--- src/rtl/nv_seq_pkg.sv ---
package nv_seq_pkg;
  typedef enum logic [2:0] {
    ST_WAIT_PWR = 3'd0,
    ST_IDLE     = 3'd1,
    ST_ERASE    = 3'd2,
    ST_PROGRAM  = 3'd3,
    ST_CLEAR    = 3'd4,
    ST_LOAD     = 3'd5
  } seq_state_e;
endpackage

--- src/rtl/nv_phase_timer.sv ---
module nv_phase_timer #(
  parameter int unsigned CNT_W = 4
) (
  input  logic             clk_i,
  input  logic             rst_ni,
  input  logic             restart_i,
  input  logic [CNT_W-1:0] len_i,
  output logic             done_o
);
  logic [CNT_W-1:0] cnt_q;

  assign done_o = (cnt_q == len_i - CNT_W'(1));

  always_ff @(posedge clk_i or negedge rst_ni) begin
    if (!rst_ni)        cnt_q <= '0;
    else if (restart_i) cnt_q <= '0;
    else if (!done_o)   cnt_q <= cnt_q + CNT_W'(1);
  end
endmodule

--- src/rtl/nv_recall_latch.sv ---
module nv_recall_latch (
  input  logic clk_i,
  input  logic rst_ni,
  input  logic set_i,
  input  logic clr_i,
  output logic pend_o
);
  // reset counts as power-up: recall pending
  always_ff @(posedge clk_i or negedge rst_ni) begin
    if (!rst_ni)     pend_o <= 1'b1;
    else if (set_i)  pend_o <= 1'b1;
    else if (clr_i)  pend_o <= 1'b0;
  end
endmodule

--- src/rtl/nv_xfer_seq.sv ---
module nv_xfer_seq
  import nv_seq_pkg::*;
#(
  parameter int unsigned ERASE_CYC   = 6,
  parameter int unsigned PROG_CYC    = 10,
  parameter int unsigned CLR_CYC     = 4,
  parameter int unsigned LOAD_CYC    = 8,
  parameter int unsigned HW_LOAD_CYC = 12
) (
  input  logic clk_i,
  input  logic rst_ni,
  input  logic pwr_good_i,
  input  logic store_req_i,
  input  logic recall_req_i,
  output logic busy_no,
  output logic host_dis_o,
  output logic erase_o,
  output logic program_o,
  output logic clear_o,
  output logic load_o
);
  localparam int unsigned MAX_A   = (ERASE_CYC > PROG_CYC) ? ERASE_CYC : PROG_CYC;
  localparam int unsigned MAX_B   = (CLR_CYC > LOAD_CYC) ? CLR_CYC : LOAD_CYC;
  localparam int unsigned MAX_C   = (MAX_A > MAX_B) ? MAX_A : MAX_B;
  localparam int unsigned MAX_LEN = (MAX_C > HW_LOAD_CYC) ? MAX_C : HW_LOAD_CYC;
  localparam int unsigned CNT_W   = $clog2(MAX_LEN + 1);

  seq_state_e       state_q, state_d;
  logic [CNT_W-1:0] len;
  logic             tmr_done, pend;

  always_comb begin
    unique case (state_q)
      ST_ERASE:   len = CNT_W'(ERASE_CYC);
      ST_PROGRAM: len = CNT_W'(PROG_CYC);
      ST_CLEAR:   len = CNT_W'(CLR_CYC);
      ST_LOAD:    len = pend ? CNT_W'(HW_LOAD_CYC) : CNT_W'(LOAD_CYC);
      default:    len = CNT_W'(1);
    endcase
  end

  always_comb begin
    state_d = state_q;
    unique case (state_q)
      ST_WAIT_PWR: state_d = ST_CLEAR;           // power-good checked below
      ST_IDLE: begin
        if (store_req_i)       state_d = ST_ERASE; // store wins a tie
        else if (recall_req_i) state_d = ST_CLEAR;
      end
      ST_ERASE:   if (tmr_done) state_d = ST_PROGRAM;
      ST_PROGRAM: if (tmr_done) state_d = ST_IDLE;
      ST_CLEAR:   if (tmr_done) state_d = ST_LOAD;
      ST_LOAD:    if (tmr_done) state_d = ST_IDLE;
      default:    state_d = ST_WAIT_PWR;
    endcase
    if (!pwr_good_i) state_d = ST_WAIT_PWR;
  end

  always_ff @(posedge clk_i or negedge rst_ni) begin
    if (!rst_ni) state_q <= ST_WAIT_PWR;
    else         state_q <= state_d;
  end

  nv_phase_timer #(.CNT_W(CNT_W)) u_timer (
    .clk_i     (clk_i),
    .rst_ni    (rst_ni),
    .restart_i (state_d != state_q),
    .len_i     (len),
    .done_o    (tmr_done)
  );

  nv_recall_latch u_pend (
    .clk_i  (clk_i),
    .rst_ni (rst_ni),
    .set_i  (!pwr_good_i),
    .clr_i  (state_q == ST_LOAD && tmr_done),
    .pend_o (pend)
  );

  assign busy_no    = (state_q == ST_IDLE);
  assign host_dis_o = (state_q != ST_IDLE);
  assign erase_o    = (state_q == ST_ERASE);
  assign program_o  = (state_q == ST_PROGRAM);
  assign clear_o    = (state_q == ST_CLEAR);
  assign load_o     = (state_q == ST_LOAD);
endmodule

--- config.mk ---
export PLATFORM = sky130hd
export DESIGN_NAME = nv_xfer_seq
export DESIGN_NICKNAME = d
export VERILOG_FILES = /design/src/rtl/nv_seq_pkg.sv /design/src/rtl/nv_phase_timer.sv /design/src/rtl/nv_recall_latch.sv /design/src/rtl/nv_xfer_seq.sv
export SDC_FILE = /design/constraint.sdc
export NUM_CORES = 1
export LEC_CHECK = 0
export ABC_AREA = 1
export ABC_CLOCK_PERIOD_IN_PS = 2020
export BUFFER_PORTS_ARGS = -buffer_cell sky130_fd_sc_hd__buf_2
export CAP_MARGIN = 20
export CORE_AREA = 2 2 39 41
export CTS_CLUSTER_DIAMETER = 120
export CTS_CLUSTER_SIZE = 12
export DETAILED_ROUTE_END_ITERATION = 6
export DIE_AREA = 0 0 41 43
export PLACE_DENSITY = 0.69
export SYNTH_ARGS = -nofsm -noshare
export SYNTH_HDL_FRONTEND = slang
export SYNTH_SLANG_ARGS = --single-unit
--- constraint.sdc ---
create_clock -name clk_i -period 2.02 [get_ports clk_i]
set_input_delay 0.303 -clock clk_i [delete_from_list [all_inputs] [get_ports clk_i]]
set_output_delay 0.303 -clock clk_i [all_outputs]
set_load 0.01 [all_outputs]
==> impl_metrics.tcl <==
set metrics [dict create \
    setup_tns_ns 0 \
    synth_ff_type "dfrtp_1" \
    total_power_mw 0.678 \
    drv_cap 0 \
    drt_first_pass_iters 4 \
    synthXorXnorAreaFrac_pct 5.92 \
    synthMuxAreaShare_pct 0 \
    synthCells 88 \
    end_kind "flip-flop" \
    drive_gt1_share_pct 25.2 \
    synthesis.area_sq_um 592 \
    synth_fa_ha_area_share_pct 2.11 \
    maxSlewHeadroom_pct 86.7 \
    grt_usage_pct 15.4 \
    gr-total-overflow 0 \
    htree_num_levels 1 \
    io_pins 11 \
    ir_worst_vdd_uv 518 \
    wl_mm 1.07 \
    cts_tree "done" \
    grt_pass1_vias 480 \
    syn_nets 94 \
    power-per-cell-area_mw_per_mm2 971 \
    die_width_um 41 \
    drtIter0Drc 13 \
    cp_max_fo 8 \
    cts_buffers 3 \
    reg2reg_setup_slack_ns 0.24 \
    rsz0062_at_grt "no" \
    place_congestion 0.713 \
    synth_top_family_by_area "simple AND/OR/NAND/NOR gates" \
    n_antenna_cell 0 \
    synth_seq_cells 8 \
    ys.warnings.count 0 \
    synth_area_leaders "dfrtp_1 30%, nand2_1 17%, inv_1 8.9%" \
    ant_nets 0 \
    timing.final.crit_period_ns 1.78 \
    fp.dieArea_sq_mm 0.00176 \
    synthSimpleGateAreaFrac_pct 41.2 \
    grt_max_degree 9 \
    clk_latency_ns 0.25 \
    synth_commonest_cells "27 x nand2_1, 14 x inv_1, 9 x nand3_1" \
    cts_setup_buffers 0 \
    crit_type "flip-flop to flip-flop" \
    cts_root_buf "clkbuf_4" \
    initial_core_util_pct 42.8 \
    max_slew.worst_pin.slew_ns 0.199 \
    met1_usage_pct 19.3 \
    grt_pass1_wl_mm 1.86 \
    dr_total_vias 547 \
    drc 0 \
    yosysUniqueCellTypes 19 \
    fin_area_sq_um 698 \
    fp-row-count 14 \
    syn2layout_area_growth_pct 18.0 \
    met3_usage_pct 1.57 \
    die_h_um 43 \
    finalCritPeriodShare_pct 87.9 \
    hpwlAfterDp_um 890 \
    antenna_found_initial 0 \
    fillers 141 \
    cts_buffer_depth 2 \
    synth_most_common_cell "nand2_1" \
    postCtsHoldBufs 1 \
    hold_slack_ns 0.280 \
    post-synth-top-area-cell "dfrtp_1" \
    nets 110 \
    clk_pin_slew_worst_paths_ns 0.06 \
    final_hold_viol_count 0 \
    postCtsResizedCells 0 \
    max_freq_mhz 563 \
    async_flop_share_pct 100 \
    leakagePower_nw 0.423 \
    port-buffer-count 10 \
    vias_per_cell 4.60 \
    final-setup-viol-count 0 \
    grt_most_used_layer "met2" \
    synth_top_area_share_pct 29.6 \
    placed_cell_area_sq_um 662 \
    synth.avg_cell_area_sq_um 6.73 \
    drv_slew 0 \
    status "finished clean" \
    cp.required_ns 2.16 \
    core-area_sq_mm 0.00138 \
    startpoint_type "flip-flop" \
    wire_per_inst_um 9.00 \
    yosysSeqAreaShare_pct 34.0 \
    met2_usage_pct 23.8 \
    fin_skew_ns 0.00768 \
    synth_edf_count 0 \
    synth_compound_area_share_pct 5.29 \
    cts.sinks 8 \
    crit_arrival_ns 1.92 \
    hold_class "input pin to flip-flop" \
]
==> cell usage in the layout, fill, tap and decap left out <==
cell type       n
nand3b_1        1
a22oi_1         1
inv_2           4
inv_1          14
nand2_1        27
nor3_1          2
clkbuf_4        3
a21oi_2         1
dlygate4sd3_1   1
nand2_2         5
o21ai_0         2
dfstp_2         1
nand3_4         1
dfrtp_1         7
nand4_1         1
xor2_1          4
nor2_1          5
clkbuf_1        1
a21oi_1         1
ha_1            1
nor2_2          1
buf_2          10
nand3_1         9
==> metal layers <==
metal | up-vias | part of all wire (%)
met5 | - | 0
met4 | 0 | 1.4
met3 | 2 | 2.3
met2 | 9 | 46
met1 | 232 | 50
li1 | 304 | -
==> per-stage QoR <==
| step | instances | utilization (%) | setup slack (ns) |
|---|---|---|---|
| floorplan | 88 | - | 0.437 |
| global placement | 114 | 47.8 | 0.264 |
| detailed placement | 114 | 47.8 | 0.224 |
| CTS | 119 | 50.5 | 0.215 |
| global route | 119 | 50.5 | 0.0125 |
| finish | 119 | 50.5 | 0.245 |
==> worst max-delay path, stage by stage (launching register included) <==
cell	delay, ns
dfrtp_1	0.42
inv_2	0.12
nand2_1	0.11
nand2_1	0.10
nand2_1	0.06
a21oi_2	0.18
nand3_4	0.14
nand2_1	0.08
nand2_1	0.04
nand2_1	0.07
nand2_1	0.07
nand2_1	0.06
nand2_1	0.06
nand2_2	0.09
nor2_1	0.05
==> final timing paths <==
kind / start / to / depth (start not counted)
max: state_q[1] / u_timer.cnt_q[0] / 14
min: pwr_good_i / u_pend.pend_o / 2
max reg2reg: state_q[1] / u_timer.cnt_q[0] / 14
min reg2reg: u_pend.pend_o / u_pend.pend_o / 2
max in group asynchronous: rst_ni / u_pend.pend_o / 2
min in group asynchronous: rst_ni / u_timer.cnt_q[0] / 2
==> final cells by class <==
cell class / count / area (sq um) / share of cell area (%)
multi-input combinational: 62 / 323 / 46.2
tap: 16 / 20.0 / 2.87
inverter: 18 / 67.6 / 9.68
timing repair buffer: 11 / 60.1 / 8.60
sequential: 8 / 201 / 28.9
clock buffer: 4 / 26.3 / 3.76
==> where the power goes <==
group / total, mW / internal, mW / switching [mW]
registers: 0.230 / 0.194 / 0.0352
clock network: 0.127 / 0.0754 / 0.0519
logic: 0.321 / 0.125 / 0.196
==> sequential cells by signal, indices dropped and copies added, names as in the netlist <==
| register | flops |
|---|---|
| u_pend.pend_o | 1 |
| u_timer.cnt_q | 4 |
| state_q | 3 |
==> cells by family (layout without fill, tap and decap cells) <==
group / Yosys count / after routing
AOI/OAI and AO/OA: 5 / 5
xor gates and xnor gates: 4 / 4
adders and majority gates: 1 / 1
buffers and inverters: 18 / 33
DFF: 8 / 8
and+or+nand+nor: 52 / 52
(Power assumes the default switching activity.)
